`config.mk`:
```
export PLATFORM = sky130hd
export DESIGN_NAME = seq_prefetch_buf
export DESIGN_NICKNAME = d
export VERILOG_FILES = /design/src/rtl/pf_pkg.sv /design/src/rtl/pf_store.sv /design/src/rtl/pf_bus_engine.sv /design/src/rtl/seq_prefetch_buf.sv
export SDC_FILE = /design/constraint.sdc
export NUM_CORES = 1
export LEC_CHECK = 0
export BUFFER_PORTS_ARGS = -buffer_cell sky130_fd_sc_hd__buf_2
export CORE_ASPECT_RATIO = 2
export CORE_MARGIN = 8
export CORE_UTILIZATION = 53
export DETAILED_ROUTE_END_ITERATION = 12
export PLACE_DENSITY_LB_ADDON = 0.15
export SLEW_MARGIN = 20
export SYNTH_ARGS = -nofsm -noshare
export SYNTH_HDL_FRONTEND = slang
export SYNTH_SLANG_ARGS = --single-unit
```
`constraint.sdc`:
```
create_clock -name clk -period 4.8 [get_ports clk]
set_input_delay 0.48 -clock clk [delete_from_list [all_inputs] [get_ports clk]]
set_output_delay 0.48 -clock clk [all_outputs]
set_load 0.01 [all_outputs]
```
`src/rtl/pf_pkg.sv`:
```
package pf_pkg;
    typedef enum logic [1:0] {K_DEM, K_SPEC, K_DROP} xfer_kind_e;
    typedef enum logic [1:0] {S_IDLE, S_MISS_ISSUE, S_MISS_WAIT, S_CATCH} ctl_state_e;
    typedef enum logic [1:0] {B_IDLE, B_ADDR, B_DATA} bus_state_e;
endpackage

```
`src/rtl/pf_store.sv`:
```
module pf_store #(
    parameter int DW    = 32,
    parameter int DEPTH = 4,
    localparam int PW   = $clog2(DEPTH),
    localparam int CW   = PW + 1
) (
    input  logic          clk,
    input  logic          rst_n,
    input  logic          clear,
    input  logic          push,
    input  logic [DW-1:0] push_data,
    input  logic          pop,
    output logic [DW-1:0] head_data,
    output logic [CW-1:0] count
);
    logic [DW-1:0] slot [DEPTH];
    logic [PW-1:0] rd_ptr;
    logic [PW-1:0] wr_ptr;

    assign wr_ptr    = rd_ptr + count[PW-1:0];
    assign head_data = slot[rd_ptr];

    always_ff @(posedge clk) begin
        if (!rst_n) begin
            rd_ptr <= '0;
            count  <= '0;
        end else if (clear) begin
            rd_ptr <= '0;
            count  <= '0;
        end else begin
            if (pop) rd_ptr <= rd_ptr + PW'(1);
            count <= count + CW'(push) - CW'(pop);
        end
    end

    for (genvar g = 0; g < DEPTH; g++) begin : g_slot
        always_ff @(posedge clk) begin
            if (push && !clear && wr_ptr == PW'(g)) slot[g] <= push_data;
        end
    end

    a_r2_no_overflow: assert property (@(posedge clk) disable iff (!rst_n)
        push && !pop |-> count < CW'(DEPTH));
    a_r4_pop_nonempty: assert property (@(posedge clk) disable iff (!rst_n)
        pop |-> count != '0);
endmodule

```
`src/rtl/pf_bus_engine.sv`:
```
module pf_bus_engine
    import pf_pkg::*;
#(
    parameter int AW = 32,
    parameter int DW = 32
) (
    input  logic          clk,
    input  logic          rst_n,
    input  logic          start_dem,
    input  logic [AW-1:0] dem_addr,
    input  logic          start_spec,
    input  logic [AW-1:0] spec_addr,
    input  logic          kill,
    output logic          bus_req,
    output logic [AW-1:0] bus_addr,
    input  logic          bus_gnt,
    input  logic          bus_rvalid,
    input  logic [DW-1:0] bus_rdata,
    output logic          idle,
    output xfer_kind_e    cur_kind,
    output logic          resp_valid,
    output logic [DW-1:0] resp_data
);
    bus_state_e state, nxt;
    xfer_kind_e kind_q;
    logic [AW-1:0] addr_q;

    always_ff @(posedge clk) begin
        if (!rst_n) state <= B_IDLE;
        else        state <= nxt;
    end

    always_comb begin
        nxt = state;
        unique case (state)
            B_IDLE: if (start_dem || start_spec) nxt = B_ADDR;
            B_ADDR: if (bus_gnt)                 nxt = B_DATA;
            B_DATA: if (bus_rvalid)              nxt = B_IDLE;
            default:                             nxt = B_IDLE;
        endcase
    end

    always_ff @(posedge clk) begin
        if (!rst_n) begin
            kind_q <= K_DEM;
            addr_q <= '0;
        end else if (state == B_IDLE && start_dem) begin
            kind_q <= K_DEM;
            addr_q <= dem_addr;
        end else if (state == B_IDLE && start_spec) begin
            kind_q <= K_SPEC;
            addr_q <= spec_addr;
        end else if (state != B_IDLE && kill && kind_q == K_SPEC) begin
            kind_q <= K_DROP;
        end
    end

    always_comb begin
        bus_req    = (state == B_ADDR);
        bus_addr   = addr_q;
        idle       = (state == B_IDLE);
        cur_kind   = kind_q;
        resp_valid = (state == B_DATA) && bus_rvalid;
        resp_data  = bus_rdata;
    end

    a_r11_hold_req: assert property (@(posedge clk) disable iff (!rst_n)
        bus_req && !bus_gnt |=> bus_req && $stable(bus_addr));
    a_r11_one_outstanding: assert property (@(posedge clk) disable iff (!rst_n)
        bus_req && bus_gnt |=> !bus_req);
endmodule

```
`src/rtl/seq_prefetch_buf.sv`:
```
module seq_prefetch_buf
    import pf_pkg::*;
#(
    parameter int AW    = 32,
    parameter int DW    = 32,
    parameter int DEPTH = 4,
    localparam int CW   = $clog2(DEPTH) + 1
) (
    input  logic          clk,
    input  logic          rst_n,
    input  logic          spec_disable,
    input  logic          xlat_en,
    input  logic          icache_en,
    input  logic          core_req,
    input  logic [AW-1:0] core_addr,
    input  logic          core_seq,
    output logic          core_ready,
    output logic          core_rvalid,
    output logic [DW-1:0] core_rdata,
    output logic          bus_req,
    output logic [AW-1:0] bus_addr,
    input  logic          bus_gnt,
    input  logic          bus_rvalid,
    input  logic [DW-1:0] bus_rdata
);
    localparam logic [AW-1:0] WSTEP = AW'(4);

    ctl_state_e state, nxt;
    logic [AW-1:0] base, dem_addr, pf_addr;
    logic          have_base, xlat_q, icache_q;
    logic [CW-1:0] cnt;
    logic [DW-1:0] head_data, resp_data;
    logic          eng_idle, resp_valid;
    xfer_kind_e    eng_kind;
    logic accept, match, hit, catch_now, miss, flush_ctl, flush_now;
    logic resp_ok, resp_dem, fwd, push, start_dem, start_spec;

    always_comb begin
        flush_ctl = (xlat_en != xlat_q) || (icache_en && !icache_q) || spec_disable;
        accept    = core_req && (state == S_IDLE);
        match     = core_seq && have_base && (core_addr == base);
        hit       = accept && match && (cnt != '0) && !flush_ctl;
        catch_now = accept && match && (cnt == '0) && !eng_idle
                    && (eng_kind == K_SPEC) && !flush_ctl;
        miss      = accept && !hit && !catch_now;
        flush_now = flush_ctl || miss;
        resp_ok   = resp_valid && (eng_kind == K_SPEC) && !flush_now;
        resp_dem  = resp_valid && (eng_kind == K_DEM) && (state == S_MISS_WAIT);
        fwd       = resp_ok && ((state == S_CATCH) || catch_now);
        push      = resp_ok && !fwd;
        pf_addr   = base + (AW'(cnt) << 2);
        start_dem = (state == S_MISS_ISSUE) && eng_idle;
        start_spec = !spec_disable && have_base && (state == S_IDLE) && eng_idle
                     && (cnt < CW'(DEPTH)) && !flush_now;
        core_ready = (state == S_IDLE);
    end

    always_ff @(posedge clk) begin
        if (!rst_n) state <= S_IDLE;
        else        state <= nxt;
    end

    always_comb begin
        nxt = state;
        unique case (state)
            S_IDLE: begin
                if (miss)                       nxt = S_MISS_ISSUE;
                else if (catch_now && !fwd)     nxt = S_CATCH;
            end
            S_MISS_ISSUE: if (eng_idle)         nxt = S_MISS_WAIT;
            S_MISS_WAIT:  if (resp_dem)         nxt = S_IDLE;
            S_CATCH: begin
                if (fwd)                        nxt = S_IDLE;
                else if (flush_ctl)             nxt = S_MISS_ISSUE;
            end
            default:                            nxt = S_IDLE;
        endcase
    end

    always_ff @(posedge clk) begin
        if (!rst_n) begin
            base        <= '0;
            dem_addr    <= '0;
            have_base   <= 1'b0;
            xlat_q      <= 1'b0;
            icache_q    <= 1'b0;
            core_rvalid <= 1'b0;
            core_rdata  <= '0;
        end else begin
            xlat_q      <= xlat_en;
            icache_q    <= icache_en;
            core_rvalid <= hit || fwd || resp_dem;
            if (accept) dem_addr <= core_addr;
            if (miss)   have_base <= 1'b0;
            if (hit) begin
                base       <= base + WSTEP;
                core_rdata <= head_data;
            end else if (fwd) begin
                base       <= base + WSTEP;
                core_rdata <= resp_data;
            end else if (resp_dem) begin
                base       <= dem_addr + WSTEP;
                have_base  <= 1'b1;
                core_rdata <= resp_data;
            end
        end
    end

    pf_store #(.DW(DW), .DEPTH(DEPTH)) u_store (
        .clk(clk), .rst_n(rst_n), .clear(flush_now), .push(push),
        .push_data(resp_data), .pop(hit), .head_data(head_data), .count(cnt)
    );

    pf_bus_engine #(.AW(AW), .DW(DW)) u_engine (
        .clk(clk), .rst_n(rst_n), .start_dem(start_dem), .dem_addr(dem_addr),
        .start_spec(start_spec), .spec_addr(pf_addr), .kill(flush_now),
        .bus_req(bus_req), .bus_addr(bus_addr), .bus_gnt(bus_gnt),
        .bus_rvalid(bus_rvalid), .bus_rdata(bus_rdata), .idle(eng_idle),
        .cur_kind(eng_kind), .resp_valid(resp_valid), .resp_data(resp_data)
    );

    // ordering tracker for speculative issue
    logic [AW-1:0] last_spec;
    logic          last_v;
    always_ff @(posedge clk) begin
        if (!rst_n) begin
            last_v    <= 1'b0;
            last_spec <= '0;
        end else if (flush_now) begin
            last_v    <= 1'b0;
        end else if (start_spec) begin
            last_v    <= 1'b1;
            last_spec <= pf_addr;
        end
    end

    a_r3_increasing: assert property (@(posedge clk) disable iff (!rst_n)
        start_spec && last_v |-> pf_addr == last_spec + WSTEP);
    a_r5_flush_clears: assert property (@(posedge clk) disable iff (!rst_n)
        $past(flush_now) |-> cnt == '0);
    a_r7_demand_only: assert property (@(posedge clk) disable iff (!rst_n)
        bus_req && spec_disable && $past(spec_disable) |-> eng_kind != K_SPEC);
    a_r8_drop_unstored: assert property (@(posedge clk) disable iff (!rst_n)
        resp_valid && eng_kind == K_DROP |-> !push);
    a_r4_hit_answers: assert property (@(posedge clk) disable iff (!rst_n)
        hit |=> core_rvalid && core_ready);
endmodule

```
; ---- Word-level counts from Yosys, hierarchy flattened
; Memories as Yosys holds them, arrays and structs flattened. A register that Yosys moved wholly into a read port is not among the register bits.
; Cells that the tools add are included.
[classes]
n_reduce_logical = 69
shifts = 0
mux = 44
n_div = 0
bitwise = 1
n_eq_ne = 18
addsub = 7
order_cmp = 1
n_mul = 0
[ops]
columns = cell, count
row1 = $mux W32, 11
row2 = $reduce_or A32 Y1, 3
row3 = $add A32 B3 Y32 const B, 2
row4 = $logic_and A1 B1 Y1, 36
row5 = $add A32 B5 Y32, 1
row6 = $eq A32 B32 Y1, 1
row7 = $mux W2, 14
row8 = $mux W1, 17
row9 = $eq A2 B2 Y1 const B, 5
row10 = $eq A2 B1 Y1 const B, 4
row11 = $logic_not A1 Y1, 8
row12 = $logic_not A2 Y1, 4
row13 = $pmux W2 S4, 1
row14 = $logic_or A1 B1 Y1, 7
row15 = $ne A2 B2 Y1 const B, 3
row16 = $pmux W2 S3, 1
row17 = $reduce_bool A2 Y1, 3
row18 = $reduce_bool A3 Y1, 2
row19 = $ne A2 B1 Y1 const B, 2
row20 = $reduce_and A4 Y1, 1
row21 = $reduce_or A2 Y1, 2
row22 = $add A3 B1 Y3, 1
row23 = $logic_not A3 Y1, 1
row24 = $lt A3 B3 Y1 const B, 1
row25 = other kinds (9), 9
[word_totals]
latchBits = 0
elab_cells = 155
out_inout_bits = 67
regBits = 143
mem_bits_ro = 0
input_bits = 73
ram_bits = 128
n_memories = 1
[memory_table]
columns = memory, depth, width, rd, rd_clocked_by_memory_dff, write_ports, line
row1 = u_store.slot, 4, 32, 1, 1, 1, pf_store.sv:16  ; logic [DW-1:0] slot [DEPTH];

; ---- Logic depth before layout (Yosys ltp)
[logic_depth]
word_depth = 23
mapped_depth = 16

; ---- Cells and area by module
; Synthesis repeated with hierarchy kept, for this count alone.
[hier_totals]
hier_cells = 1212
hier_area_um2 = 12982.5
[modules_own_cells]
columns = mod, area_each_um2, seq_area_each_um2, cells_per_inst, instances
row1 = seq_prefetch_buf, 6308.6, 2042.0, 848, 1
row2 = pf_store, 4997.3, 3983.8, 200, 1
row3 = pf_bus_engine, 1676.6, 720.7, 164, 1

; ---- Worst setup path after synthesis
; No wires, ideal clock.
[synth_timing]
kind = input to register
startpoint = input icache_en
endpoint = memory u_store.slot[0][0], enable pin
setup_ps = 461
cell_stages = 8
t_required_ps = 4339
setup_slack_ps = -198
arrival_time_ps = 4537
path_cell_list = nor2b_1 > or3_1 > buf_2 > or3_4 > nor4_1 > buf_2 > o211ai_1 > nor3_1
[synth_between]
elab_chain_len = 22
elab_cells_between_ends = 39
classes_between = mux: 14 / reduce/logical: 25
[synth_rtl]
columns = element, line
row1 = from (decl), seq_prefetch_buf.sv:13  ; input logic icache_en,
row2 = $logic_and A1 B1 Y1 *, seq_prefetch_buf.sv:39  ; flush_ctl = (xlat_en != xlat_q) || (icache_en && !icache_q) || spec_disable;
row3 = $logic_or A1 B1 Y1 * (2 in series), seq_prefetch_buf.sv:39
row4 = $logic_not A1 Y1, "seq_prefetch_buf.sv:42, seq_prefetch_buf.sv:44"
row5 = $logic_and A1 B1 Y1, seq_prefetch_buf.sv:42  ; hit = accept && match && (cnt != '0) && !flush_ctl;
row6 = $logic_not A1 Y1, seq_prefetch_buf.sv:45  ; miss = accept && !hit && !catch_now;
row7 = $logic_and A1 B1 Y1 (2 in series), seq_prefetch_buf.sv:45
row8 = $logic_or A1 B1 Y1, seq_prefetch_buf.sv:46  ; flush_now = flush_ctl || miss;
row9 = $logic_not A1 Y1, "pf_store.sv:38, seq_prefetch_buf.sv:47"
row10 = [2 not listed], --
row11 = $logic_not A1 Y1, seq_prefetch_buf.sv:50  ; push = resp_ok && !fwd;
row12 = $logic_and A1 B1 Y1, seq_prefetch_buf.sv:50
row13 = $logic_and A1 B1 Y1 *, pf_store.sv:38  ; if (push && !clear && wr_ptr == PW'(g)) slot[g] <= push_data;
row14 = $logic_and A1 B1 Y1, pf_store.sv:38
row15 = $mux W1, pf_store.sv:38
row16 = $mux W1 (implied by the code), pf_store.sv:38
row17 = $reduce_or A32 Y1 (no line), --
row18 = $mux W2 (no line) / $mux W1 (equally long branches) (3 in series), --
row19 = to (decl), pf_store.sv:16
; Mark *: on every way between the ends. The rest lies on a longest branch, timed or not.

; ---- Final worst setup path
[layout_timing]
startpoint = register base[17]
endpoint = register u_store.count[2]
[layout_between]
elab_chain_len = 17
elab_cells_between_ends = 23
classes_between = add/sub: 2 / eq/ne: 1 / reduce/logical: 20
[layout_rtl]
columns = element, line
row1 = from (decl), seq_prefetch_buf.sv:29  ; logic [AW-1:0] base, dem_addr, pf_addr;
row2 = from (signal assigned), seq_prefetch_buf.sv:96  ; base <= base + WSTEP;
row3 = from (signal assigned), seq_prefetch_buf.sv:99  ; base <= base + WSTEP;
row4 = from (signal assigned), seq_prefetch_buf.sv:102  ; base <= dem_addr + WSTEP;
row5 = $eq A32 B32 Y1 *, seq_prefetch_buf.sv:41  ; match = core_seq && have_base && (core_addr == base);
row6 = $logic_and A1 B1 Y1 *, seq_prefetch_buf.sv:41
row7 = $logic_and A1 B1 Y1 *, "seq_prefetch_buf.sv:42, seq_prefetch_buf.sv:43"
row8 = $logic_and A1 B1 Y1 (2 in series), seq_prefetch_buf.sv:43  ; catch_now = accept && match && (cnt == '0) && !eng_idle
row9 = $logic_and A1 B1 Y1 (2 in series), seq_prefetch_buf.sv:44  ; && (eng_kind == K_SPEC) && !flush_ctl;
row10 = $logic_not A1 Y1, seq_prefetch_buf.sv:45
row11 = $logic_and A1 B1 Y1, seq_prefetch_buf.sv:45
row12 = $logic_or A1 B1 Y1, seq_prefetch_buf.sv:46
row13 = $logic_not A1 Y1, seq_prefetch_buf.sv:47  ; resp_ok = resp_valid && (eng_kind == K_SPEC) && !flush_now;
row14 = $logic_and A1 B1 Y1, seq_prefetch_buf.sv:47
row15 = $logic_and A1 B1 Y1, seq_prefetch_buf.sv:49  ; fwd = resp_ok && ((state == S_CATCH) || catch_now);
row16 = $logic_not A1 Y1, seq_prefetch_buf.sv:50
row17 = $logic_and A1 B1 Y1, seq_prefetch_buf.sv:50
row18 = $add A3 B1 Y3, pf_store.sv:32  ; count <= count + CW'(push) - CW'(pop);
row19 = $sub A3 B1 Y3, pf_store.sv:32
row20 = to (signal assigned), pf_store.sv:32
row21 = to (decl), pf_store.sv:14  ; output logic [CW-1:0] count
; Marks and branches as above.
; A chain may end at the register's enable or synchronous reset.

==> run metrics <==
Die H=237.8 um; routed wire length=35.94 mm; unrepaired setup endpoints after global routing=no; power per cell area=325.9 mW/mm^2; router iterations before antenna repair=7; Hold Path Class=input pin to flip-flop; largest net degree at the start of global routing=73; Fin. Hold Viols=0; Mapped Area=0.01303 mm^2; Final setup viols=0; max_slew headroom=30.15%; Peak Freq=275.7 MHz; ys async rst share=0%; Yosys Warn Count=0; r2r setup slk=1.17 ns; leakage power=0.005354 uW; gr usage total=23.71%; Max VDD drop=0.3634 mV; Flop pwr share=52.0%; DIE WIDTH=126.9 um; Iter 0 DRT Violations=593; Overall Power=4818 uW; Max Cap Viol=0; DRC errors left=0; CP required=5.22 ns; Clk Latency, worst-skew pair=0.54 ns; Seq/Total Area, Yosys=51.77%; TritonCTS Sinks=273; top cells by instance count after synthesis=nand2_1, dfxtp_1, edfxtp_1, clkbuf_1, a21boi_0; Synth top area share=29.50%; outcome=finished clean; fin worst setup slack=1.173 ns; GRT overflow=0; Net Sw Frac=22.99%; Initial Util=53.58%; post-synth top area cell=edfxtp_1; met3 wire len=1.683 mm; synthesized area per cell=10.76 um^2; arrival time at the worst endpoint=4.05 ns; Pint=3710 uW; max-slew violations=0; worst hold margin=0.1639 ns; CTS Hold Bufs=0; Vias per Instance=6.015; crit start category=flip-flop; WL/cell=22.18 um; worst clock skew=0.02398 ns; CTS tree=built; Tmin final=3.627 ns; DP Worst Slack=1.085 ns; first-pass GRT wire length=55.84 mm; initial antenna violation count=2; met2 WL=19.13 mm; Slew @ Worst Pin=1.040 ns; period utilization=75.56%; clock buffer depth=3; Cell variety after synth=68; post_cts resized=0; PortBufs=139; total core area=0.02432 mm^2; Total Neg Setup Slack=0 ns; top_reg_cell synth=dfxtp_1; clock power share=41.7%; via count=9745; Die ar.=0.03016 mm^2; P&R area growth vs syn=13.42%; Post-Syn Nets=1294; met1 WL=12.72 mm; Seq cells post-synth=273; Post-synth EDFFs=128; RD Place Congestion=0.9424; # IOs=140; Area contributors post-synth=edfxtp_1, dfxtp_1, mux4_2, nand2_1, xnor2_1; hpwl dp=25.12 mm; CP Class=flip-flop to flip-flop; net load switching power=1107 uW; Max H-tree Level=1; vias in the first global route=10027; cell count after synthesis=1211; crit-path max FO=6; Detail Route Antenna Nets=0; share of cells above drive strength 1=19.43%; top layer in use=met4; count leader, synth=nand2_1; nets=1393; CTS buffer count=24; CTS root buf=clkbuf_16; logic gate share of total power=6.3%; Util after Layout=60.77%; kind of end point of the critical path=flip-flop; CTS clk-pin slew, worst paths=0.08 ns; Setup Fix Bufs, Post-CTS=0; Row Count=81; FILL cells=2027
==> area by class of cell <==
cell class,instances,area [um^2],share of cell area [%]
diodes,2,5.005,0.03386
clock buffers,29,650.6,4.402
clock inverters,15,162.7,1.100
inverters,14,52.55,0.3555
multi-input cells,834,5908,39.97
flip-flops and latches,273,6748,45.65
well taps,290,362.8,2.455
repair buffers,163,890.9,6.027
==> worst paths after layout <==
kind                             startpoint          endpoint  cells after the start
worst min-delay path              icache_en          icache_q                      2
worst min register to register  dem_addr[1]       dem_addr[1]                      2
worst max register to register     base[17]  u_store.count[2]                     12
worst max-delay path               base[17]  u_store.count[2]                     12
==> stage by stage <==
step	instances	cell area, um^2
final	1620	14780
after global routing	1620	14780
after global placement	1574	13960
after detailed placement	1574	13960
after CTS	1618	14780
after floorplan	1211	13030
==> sequential cells by signal (all words and copies together), names as in the netlist, named ones only <==
signal / flops
core_rdata: 32
xlat_q: 1
u_store.count: 3
u_store.slot: 128
base: 32
u_engine.state: 2
u_engine.bus_addr: 32
u_store.rd_ptr: 2
have_base: 1
u_engine.cur_kind: 2
core_rvalid: 1
icache_q: 1
state: 2
dem_addr: 32
==> metal layers <==
layer,vias to the layer above,GRT usage [%]
li1,4611,-
met1,4686,24.25
met2,321,43.31
met3,127,3.367
met4,0,16.43
met5,-,0
==> cell usage in the layout, fill, tap and decap left out, types with 22 or more instances in the layout <==
master       n
a21boi_0    70
a21oi_1     29
a31oi_1     22
buf_2      138
buf_4       24
clkbuf_16   25
dfxtp_1    144
edfxtp_1   128
mux2i_1     37
mux4_2      32
nand2_1    180
nand3_1     28
nand4_1     23
nor2_1      50
nor3_1      22
o211a_1     33
o21ai_0     44
xnor2_1     61
xor2_1      38
==> power groups by stage <==
stage                     clock, uW  combinational [uW]  sequential (uW)
after global placement            0                 298             2560
after detailed placement          0                 301             2560
after floorplan                   0                 165             2550
after CTS                      2060                 304             2510
after global routing           2140                 327             2510
final                          2010                 301             2510
==> cells by family after synthesis <==
logic type                 count (synthesis)  synth area share, %
muxes                                     69                8.373
DFF                                      273                51.77
xor gates and xnor gates                  99                6.654
and+or+nand+nor                          396                14.45
adders and majority gates                 10                1.075
AOI/OAI and AO/OA                        260                14.45
buffers and inverters                    104                3.226
==> worst max-delay path, cell delays in order (launching register included) <==
cell,delay (ns)
dfxtp_1,0.45
inv_1,0.12
a2111oi_0,0.64
nand4_1,0.27
nor4_2,0.69
o211ai_1,0.27
inv_1,0.15
ha_1,0.15
inv_1,0.04
fa_1,0.37
xnor2_1,0.17
xnor2_1,0.13
nor2_1,0.05
Power figures use the tool's default switching activity.
